[src/rtl/dac_timer_pkg.sv]
package dac_timer_pkg;
  typedef enum logic {
    MODE_WIDTH   = 1'b0,
    MODE_DENSITY = 1'b1
  } dac_mode_e;
endpackage

[src/rtl/dac_tick_counter.sv]
module dac_tick_counter #(
  parameter int CNT_W = 8
) (
  input  logic             clk,
  input  logic             rst_n,
  input  logic             tick_i,
  output logic [CNT_W-1:0] cnt_nxt_o,
  output logic             wrap_o
);
  localparam logic [CNT_W-1:0] CNT_MAX = {CNT_W{1'b1}};

  logic [CNT_W-1:0] cnt_q;
  logic [CNT_W-1:0] cnt_d;

  always_comb begin
    cnt_d = cnt_q;
    if (tick_i) cnt_d = cnt_q + 1'b1;
  end

  always_ff @(posedge clk or negedge rst_n) begin
    if (!rst_n) cnt_q <= '0;
    else if (tick_i) cnt_q <= cnt_d;
  end

  assign cnt_nxt_o = cnt_d;
  assign wrap_o    = tick_i && (cnt_q == CNT_MAX);

  // idle enable freezes the count
  assert_count_hold_R7: assert property (@(posedge clk) disable iff (!rst_n)
    !tick_i |=> $stable(cnt_q));
  // count moves by one per tick
  assert_count_step_R1: assert property (@(posedge clk) disable iff (!rst_n)
    (tick_i && cnt_q != CNT_MAX) |=> (cnt_q == $past(cnt_q) + 1'b1));
  // wrap returns to zero
  assert_wrap_zero_R1: assert property (@(posedge clk) disable iff (!rst_n)
    wrap_o |=> (cnt_q == '0));
endmodule

[src/rtl/dac_duty_shadow.sv]
module dac_duty_shadow
  import dac_timer_pkg::*;
#(
  parameter int CNT_W = 8
) (
  input  logic             clk,
  input  logic             rst_n,
  input  logic             wr_i,
  input  logic [CNT_W-1:0] data_i,
  input  logic             mode_pdm_i,
  input  logic             wrap_i,
  output logic [CNT_W-1:0] duty_q_o,
  output logic [CNT_W-1:0] duty_nxt_o,
  output dac_mode_e        mode_q_o,
  output dac_mode_e        mode_nxt_o
);
  logic [CNT_W-1:0] hold_q, hold_d;
  logic [CNT_W-1:0] duty_q, duty_d;
  dac_mode_e        mode_q, mode_d;

  always_comb begin
    hold_d = hold_q;
    if (wr_i) hold_d = data_i;
    duty_d = duty_q;
    mode_d = mode_q;
    if (wrap_i) begin
      duty_d = hold_q;
      mode_d = mode_pdm_i ? MODE_DENSITY : MODE_WIDTH;
    end
  end

  always_ff @(posedge clk or negedge rst_n) begin
    if (!rst_n) begin
      hold_q <= '0;
      duty_q <= '0;
      mode_q <= MODE_WIDTH;
    end else begin
      if (wr_i) hold_q <= hold_d;
      if (wrap_i) begin
        duty_q <= duty_d;
        mode_q <= mode_d;
      end
    end
  end

  assign duty_q_o   = duty_q;
  assign duty_nxt_o = duty_d;
  assign mode_q_o   = mode_q;
  assign mode_nxt_o = mode_d;

  // active duty only moves at a wrap
  assert_duty_at_wrap_R5: assert property (@(posedge clk) disable iff (!rst_n)
    !wrap_i |=> $stable(duty_q));
  // mode only moves at a wrap
  assert_mode_at_wrap_R6: assert property (@(posedge clk) disable iff (!rst_n)
    !wrap_i |=> $stable(mode_q));
endmodule

[src/rtl/dac_wave_gen.sv]
module dac_wave_gen
  import dac_timer_pkg::*;
#(
  parameter int CNT_W = 8
) (
  input  logic             clk,
  input  logic             rst_n,
  input  logic             tick_i,
  input  logic [CNT_W-1:0] cnt_nxt_i,
  input  logic [CNT_W-1:0] duty_nxt_i,
  input  dac_mode_e        mode_nxt_i,
  input  logic [CNT_W-1:0] duty_q_i,
  input  dac_mode_e        mode_q_i,
  output logic             pin_o
);
  localparam logic [CNT_W-1:0] HALF = CNT_W'(1) << (CNT_W - 1);

  logic [CNT_W-1:0] cnt_rev;
  logic             pin_q, pin_d;

  for (genvar b = 0; b < CNT_W; b++) begin : g_rev
    assign cnt_rev[b] = cnt_nxt_i[CNT_W-1-b];
  end

  always_comb begin
    pin_d = pin_q;
    if (tick_i) begin
      if (mode_nxt_i == MODE_DENSITY) pin_d = (cnt_rev < duty_nxt_i);
      else                            pin_d = (cnt_nxt_i < duty_nxt_i);
    end
  end

  always_ff @(posedge clk or negedge rst_n) begin
    if (!rst_n) pin_q <= 1'b0;
    else if (tick_i) pin_q <= pin_d;
  end

  assign pin_o = pin_q;

  // zero duty never drives the pin high
  assert_zero_duty_low_R2: assert property (@(posedge clk) disable iff (!rst_n)
    (duty_q_i == '0) |-> !pin_q);
  // density pulses are single ticks at up to half duty
  assert_pdm_single_R4: assert property (@(posedge clk) disable iff (!rst_n)
    (mode_q_i == MODE_DENSITY && duty_q_i <= HALF && pin_q && tick_i) |=> !pin_q);
  // pin frozen while idle
  assert_pin_hold_R7: assert property (@(posedge clk) disable iff (!rst_n)
    !tick_i |=> $stable(pin_q));
endmodule

[src/rtl/dac_pulse_timer.sv]
module dac_pulse_timer
  import dac_timer_pkg::*;
#(
  parameter int CNT_W = 8
) (
  input  logic             clk,
  input  logic             rst_n,
  input  logic             tick_i,
  input  logic             cmp_wr_i,
  input  logic [CNT_W-1:0] cmp_data_i,
  input  logic             mode_pdm_i,
  input  logic             irq_mask_i,
  output logic             dac_o,
  output logic             ovf_irq_o
);
  logic [CNT_W-1:0] cnt_nxt;
  logic             wrap;
  logic [CNT_W-1:0] duty_q, duty_nxt;
  dac_mode_e        mode_q, mode_nxt;
  logic             irq_q, irq_d;

  dac_tick_counter #(.CNT_W(CNT_W)) u_cnt (
    .clk       (clk),
    .rst_n     (rst_n),
    .tick_i    (tick_i),
    .cnt_nxt_o (cnt_nxt),
    .wrap_o    (wrap)
  );

  dac_duty_shadow #(.CNT_W(CNT_W)) u_shadow (
    .clk        (clk),
    .rst_n      (rst_n),
    .wr_i       (cmp_wr_i),
    .data_i     (cmp_data_i),
    .mode_pdm_i (mode_pdm_i),
    .wrap_i     (wrap),
    .duty_q_o   (duty_q),
    .duty_nxt_o (duty_nxt),
    .mode_q_o   (mode_q),
    .mode_nxt_o (mode_nxt)
  );

  dac_wave_gen #(.CNT_W(CNT_W)) u_wave (
    .clk        (clk),
    .rst_n      (rst_n),
    .tick_i     (tick_i),
    .cnt_nxt_i  (cnt_nxt),
    .duty_nxt_i (duty_nxt),
    .mode_nxt_i (mode_nxt),
    .duty_q_i   (duty_q),
    .mode_q_i   (mode_q),
    .pin_o      (dac_o)
  );

  always_comb irq_d = wrap && !irq_mask_i;

  always_ff @(posedge clk or negedge rst_n) begin
    if (!rst_n) irq_q <= 1'b0;
    else        irq_q <= irq_d;
  end

  assign ovf_irq_o = irq_q;

  // interrupt is a single-clock pulse
  assert_irq_one_cycle_R8: assert property (@(posedge clk) disable iff (!rst_n)
    ovf_irq_o |=> !ovf_irq_o);
  // masked wrap raises nothing
  assert_irq_masked_R9: assert property (@(posedge clk) disable iff (!rst_n)
    (wrap && irq_mask_i) |=> !ovf_irq_o);
  // no interrupt without a tick
  assert_irq_needs_tick_R7: assert property (@(posedge clk) disable iff (!rst_n)
    !tick_i |=> !ovf_irq_o);
endmodule

[config.mk]
export PLATFORM = sky130hd
export DESIGN_NAME = dac_pulse_timer
export DESIGN_NICKNAME = d
export VERILOG_FILES = /design/src/rtl/dac_timer_pkg.sv /design/src/rtl/dac_tick_counter.sv /design/src/rtl/dac_duty_shadow.sv /design/src/rtl/dac_wave_gen.sv /design/src/rtl/dac_pulse_timer.sv
export SDC_FILE = /design/constraint.sdc
export NUM_CORES = 1
export LEC_CHECK = 0
export BUFFER_PORTS_ARGS = -buffer_cell sky130_fd_sc_hd__buf_4
export CAP_MARGIN = 40
export CORE_MARGIN = 10
export CORE_UTILIZATION = 30
export DETAILED_ROUTE_END_ITERATION = 10
export HOLD_SLACK_MARGIN = 0.06
export PLACE_DENSITY = 0.45
export RECOVER_POWER = 25
export SLEW_MARGIN = 0
export SYNTH_ARGS = -nofsm -noshare
export SYNTH_HDL_FRONTEND = slang
export SYNTH_SLANG_ARGS = --single-unit
[constraint.sdc]
create_clock -name clk -period 3.2 [get_ports clk]
set_clock_uncertainty 0.15 [all_clocks]
set_input_delay 0.64 -clock clk [delete_from_list [all_inputs] [get_ports clk]]
set_output_delay 0.64 -clock clk [all_outputs]
set_load 0.02 [all_outputs]
Yosys cells after proc, flatten, opt, wreduce, memory -nomap -nowiden --
Cells that the tools add are included.
Word-level totals: output and inout port bits 2, bits of input ports 14, logic and storage cells 18, register bits 27
Cells by class: $add $sub $neg 1, $lt $le $gt $ge 2, eq/ne operators 1, reductions and logical operators 3, muxes and demuxes 5
Operators by type and width (number):
- $lt 8x8->1 | 2
- $mux 8 | 2
- $add 8x1->8 const B | 1
- $eq 8x8->1 const B | 1
- $mux 1 | 3
- $logic_and 1x1->1 | 2
- $logic_not 1->1 | 1

Logic depth before layout (Yosys ltp) --
depth after elaboration 5, mapped depth 11, mapped depth without buffers 11

Modules after synthesis --
Synthesis repeated with hierarchy kept, for this count alone.
Second synthesis, totals: cells, all modules 127, area, all modules 1656.6 µm²
By module, submodules not included:
- dac_duty_shadow | seq. area each 425.4 µm², times used 1, area an instance 792.0 µm², cells an instance 46
- dac_tick_counter | seq. area each 200.2 µm², times used 1, area an instance 461.7 µm², cells an instance 38
- dac_wave_gen | seq. area each 25.0 µm², times used 1, area an instance 364.1 µm², cells an instance 41
- dac_pulse_timer | seq. area each 25.0 µm², times used 1, area an instance 38.8 µm², cells an instance 2

Worst setup path before layout --
No wires, ideal clock.
kind input -> register, start in tick_i, end reg u_wave.pin_q, in the netlist u_wave.pin_o, arrival time 2.818 ns, buffers on the path 1, required time 2.949 ns, cell stages on the path 10, library setup time 0.101 ns, setup slack 0.131 ns, cell sequence buf_6 -> nand4_2 -> nor2_1 -> mux2_2 -> inv_1 -> ha_1 -> or4_1 -> o21ai_2 -> o32ai_1 -> o32ai_1
Between the ends: longest elaborated chain between the ends 4, elaborated cells between the ends (all ways) 7, those cells by class order compare: 2; mux: 4; reduce/logical: 1
RTL lines:
- start, declared | RTL line dac_pulse_timer.sv:8 | input logic tick_i,
- $logic_and 1x1->1 | RTL line dac_tick_counter.sv:26 | assign wrap_o = tick_i && (cnt_q == CNT_MAX);
- $mux 8 | RTL line dac_duty_shadow.sv:26 | if (wrap_i) begin
- $lt 8x8->1 (on tied branches) | RTL line dac_wave_gen.sv:29, dac_wave_gen.sv:28
- $mux 1 | RTL line dac_wave_gen.sv:28 | if (mode_nxt_i == MODE_DENSITY) pin_d = (cnt_rev < duty_nxt_i);
- end signal, assigned | RTL line dac_wave_gen.sv:35 | else if (tick_i) pin_q <= pin_d;
- end, declared | RTL line dac_wave_gen.sv:19 | logic pin_q, pin_d;
Parallel ways exist; a longest one is shown, timed or not. A chain may end at the register's enable or synchronous reset.

Worst setup path in the final report --
start reg u_cnt.cnt_q[0], end reg u_wave.pin_q, in the netlist u_wave.pin_o
Between the ends: longest elaborated chain between the ends 5, elaborated cells between the ends (all ways) 9, those cells by class add/sub: 1; order compare: 2; eq/ne: 1; mux: 4; reduce/logical: 1
RTL lines:
- start, declared | RTL line dac_tick_counter.sv:12 | logic [CNT_W-1:0] cnt_q;
- start signal, assigned | RTL line dac_tick_counter.sv:22 | else if (tick_i) cnt_q <= cnt_d;
- branches (longest 4 deep; another with $add 8x1->8)
- $mux 1 * | RTL line dac_wave_gen.sv:28
Every way passes the cells marked *.

==> impl_metrics.csv <==
group,metric,value,unit
placed_design,io_buffers,15,
final_layout,final_cell_mix,"dfrtp_1, buf_4, mux2_2, ha_1, inv_1",
synthesis,synth-seq-cells,27,
synthesis,synth_flop_cell,"dfrtp_1",
final_layout,nFillCells,535,
global_route,grt_max_degree,28,
final_layout,diodes,0,
power_and_ir_drop,power,0.001214,W
placed_design,hpwl,2773,um
synthesis,ys_types,31,
cts,cts-buffers-inserted,3,
die,initial_core_util,30.77,%
worst_setup_path,regToRegStartpoint,"u_cnt.cnt_q[0]",
power_and_ir_drop,power.density,662.9,nW/um^2
timing,fmax,0.3401,GHz
detailed_routing,drt_first_pass_iters,4,
synthesis,yosysSeqAreaShare,42.99,%
timing,hold_viol_final,0,
worst_setup_path,crit_chain,"ha_1 > nand4_2 > nor2_1 > buf_4 > mux2_2 > inv_1 > ha_1 > nand4_1 > nor3_1 > o21ai_2 > o32ai_1 > o32ai_1",
cts,clock_latency,0.27,ns
cts,path_clk_slew,0.10,ns
worst_setup_path,critPathArrivalTime,2.94,ns
cts,cts_buffer_depth,2,
synthesis,yosysWarnings,0,
timing,drv_slew,0,
timing,setup_tns,0,ns
cts,clockRootBuffer,"clkbuf_8",
worst_setup_path,crit_path_end_kind,"flip-flop",
cts,cts-hold-fix-buffers,0,
die,die_area,8533,um^2
synthesis,synth_fa_ha_area_share,10.35,%
worst_setup_path,startpoint_type,"flip-flop",
die,io_pins,16,
detailed_routing,wl_per_cell,14.62,um
worst_setup_path,critPathMaxFanout,7,
global_route,grt_pass1_vias,1198,
synthesis,synth_xor_area_share,7.245,%
min_path,hold_end,"u_shadow.duty_q_o[3]",
cts,cts.sinks,27,
timing,worstMarginPinSlew,1.463,ns
synthesis,synthCells,143,
detailed_routing,viasPerCell,4.708,
worst_setup_path,path_class,"flip-flop to flip-flop",
global_route,overflow,0,
worst_setup_path,cp.required,3.20,ns
detailed_routing,drc,0,
cts,ctsResizeCount,0,
synthesis,avgSynthCellArea,10.99,um^2
detailed_routing,wl,3407,um
power_and_ir_drop,ir_drop,0.0002355,V
synthesis,synth-edff-count,0,
placed_design,gp_congestion,0.9187,
job,cap_violations,0,
die,die_width,92.38,um
worst_setup_path,cpMaxStageDelayCell,"dfrtp_1",
timing,period_needed,2.940,ns
status,status,"completed",
timing,setup_ws,0.2598,ns
detailed_routing,vias,1097,
synthesis,netlist_area,1572,um^2
min_path,holdPathStages,1,
final_layout,final_common_cell,"dfrtp_1",
global_route,grt.total_usage,8.603,%
synthesis,muxShareOfSynthArea,12.82,%
synthesis,synth_compound_area_share,6.847,%
cts,cts_tree,"done",
placed_design,dpl_worst_slack,0.1472,ns
synthesis,synth-simple-area-share,14.97,%
global_route,grt_pass1_wl,5975,um
min_path,hp-start,"u_shadow.duty_q_o[3]",
final_layout,multi_input_area,820.8,um^2
synthesis,syn_nets,170,
worst_setup_path,crit_path_max_incr_delay,0.44,ns
cts,post-cts-setup-buffers,0,
die,core-area,5107,um^2
cts,htreeDepth,1,
worst_setup_path,r2r-end,"u_wave.pin_o",
detailed_routing,detail_route.iter0.violations,57,
synthesis,synth_top_family_by_area,"simple AND/OR/NAND/NOR gates",
final_layout,nNetsFinal,191,
timing,grt_setup_unrepaired,"false",
timing,relSlewSlack,2.447,%
final_layout,drive_gt1_share,27.61,%
synthesis,async_reset_ff_share,100.0,%
die,die_h,92.38,um
final_layout,synthToLayoutAreaGrowth,16.56,%
timing,period_share,91.88,%
detailed_routing,detail-route-antenna-nets,0,
power_and_ir_drop,power.leakage,0.8256,nW
worst_setup_path,rrSetupSlack,0.26,ns
global_route,antenna_found_initial,0,
min_path,hold_class,"flip-flop to flip-flop",
timing,setup_viol,0,
worst_setup_path,r2r_cells,12,
final_layout,seqCellArea,675.6,um^2
die,rows,26,
-- kinds of logic after synthesis --
logic type / count (synthesis)
adders and majority gates: 13
muxes: 18
buffers and inverters: 17
AOI/OAI and AO/OA: 15
and+or+nand+nor: 40
DFF: 27
xor gates and xnor gates: 13
-- layer usage --
metal / vias up / part of all wire [%] / track usage [%]
li1: 547 / - / -
met1: 539 / 51 / 11.53
met3: 2 / 3.6 / 2.421
met2: 9 / 45 / 13.06
met5: - / 0 / 0
met4: 0 / 0.68 / 2.699
-- where the power goes --
group | switching (W) | internal [W]
combinational | 0.000282 | 0.000252
clock | 0.000110 | 0.0000883
sequential | 0.0000838 | 0.000399
total | 0.000476 | 0.000739
-- synth_stat cells (all sizes together) (2+ instances only) --
master	number	area [um^2]
nor2b	4	25.02
dfrtp	27	675.7
mux2	17	191.4
nor2	5	18.77
xnor2	9	78.83
nor3b	2	15.01
xor2	4	35.03
and4	2	17.52
a21oi	3	15.01
nand4	7	56.30
inv	12	45.04
o2111ai	2	17.52
ha	13	162.7
o32ai	2	17.52
buf	4	26.27
nand3	8	40.04
nor3	3	15.01
nand2	5	18.77
o21ai	5	28.78
-- worst max-delay path by stage --
stage	start	end	slack, ns	depth (start not counted)
global placement	tick_i	u_wave.pin_o	0.16	12
floorplan	tick_i	u_wave.pin_o	0.13	10
CTS	u_cnt.cnt_q[0]	u_wave.pin_o	0.27	12
global route	u_cnt.cnt_q[0]	u_wave.pin_o	0.03	12
detailed placement	tick_i	u_wave.pin_o	0.15	12
finish	u_cnt.cnt_q[0]	u_wave.pin_o	0.26	12
-- cell type report --
cell class              instances  share of cell area, %
clock buffers                   3                  2.254
well taps                      70                  4.781
multi-input cells              99                  44.81
repair buffers                 21                  8.402
flip-flops and latches         27                  36.89
clock inverters                 1                 0.4098
inverters                      12                  2.459
-- flip-flops by register name (all words and copies together), names as in the netlist --
| signal | cells |
|---|---|
| ovf_irq_o | 1 |
| u_cnt.cnt_q | 8 |
| u_shadow.duty_q_o | 8 |
| u_shadow.hold_q | 8 |
| u_shadow.mode_q_o | 1 |
| u_wave.pin_o | 1 |
-- worst max-delay path, delay by kind of cell, from the launching register on --
kind / cells / cell delay (ns)
simple gates: 4 / 0.66
compound gates: 3 / 0.52
flops: 1 / 0.44
fa+ha+maj: 2 / 0.41
mux: 1 / 0.35
buf+inv: 2 / 0.28
-- stage by stage --
step / cells / instance area [um^2] / hold slack (ns) / util (%)
finish: 233 / 1832 / 0.3553 / 35.86
global route: 233 / 1832 / 0.3472 / 35.86
global placement: 229 / 1787 / 0.3340 / 34.98
CTS: 233 / 1836 / 0.1162 / 35.94
floorplan: 143 / 1572 / 0.1944 / -
detailed placement: 229 / 1787 / 0.3371 / 34.98
No activity file was read; power rests on OpenSTA's default activity.
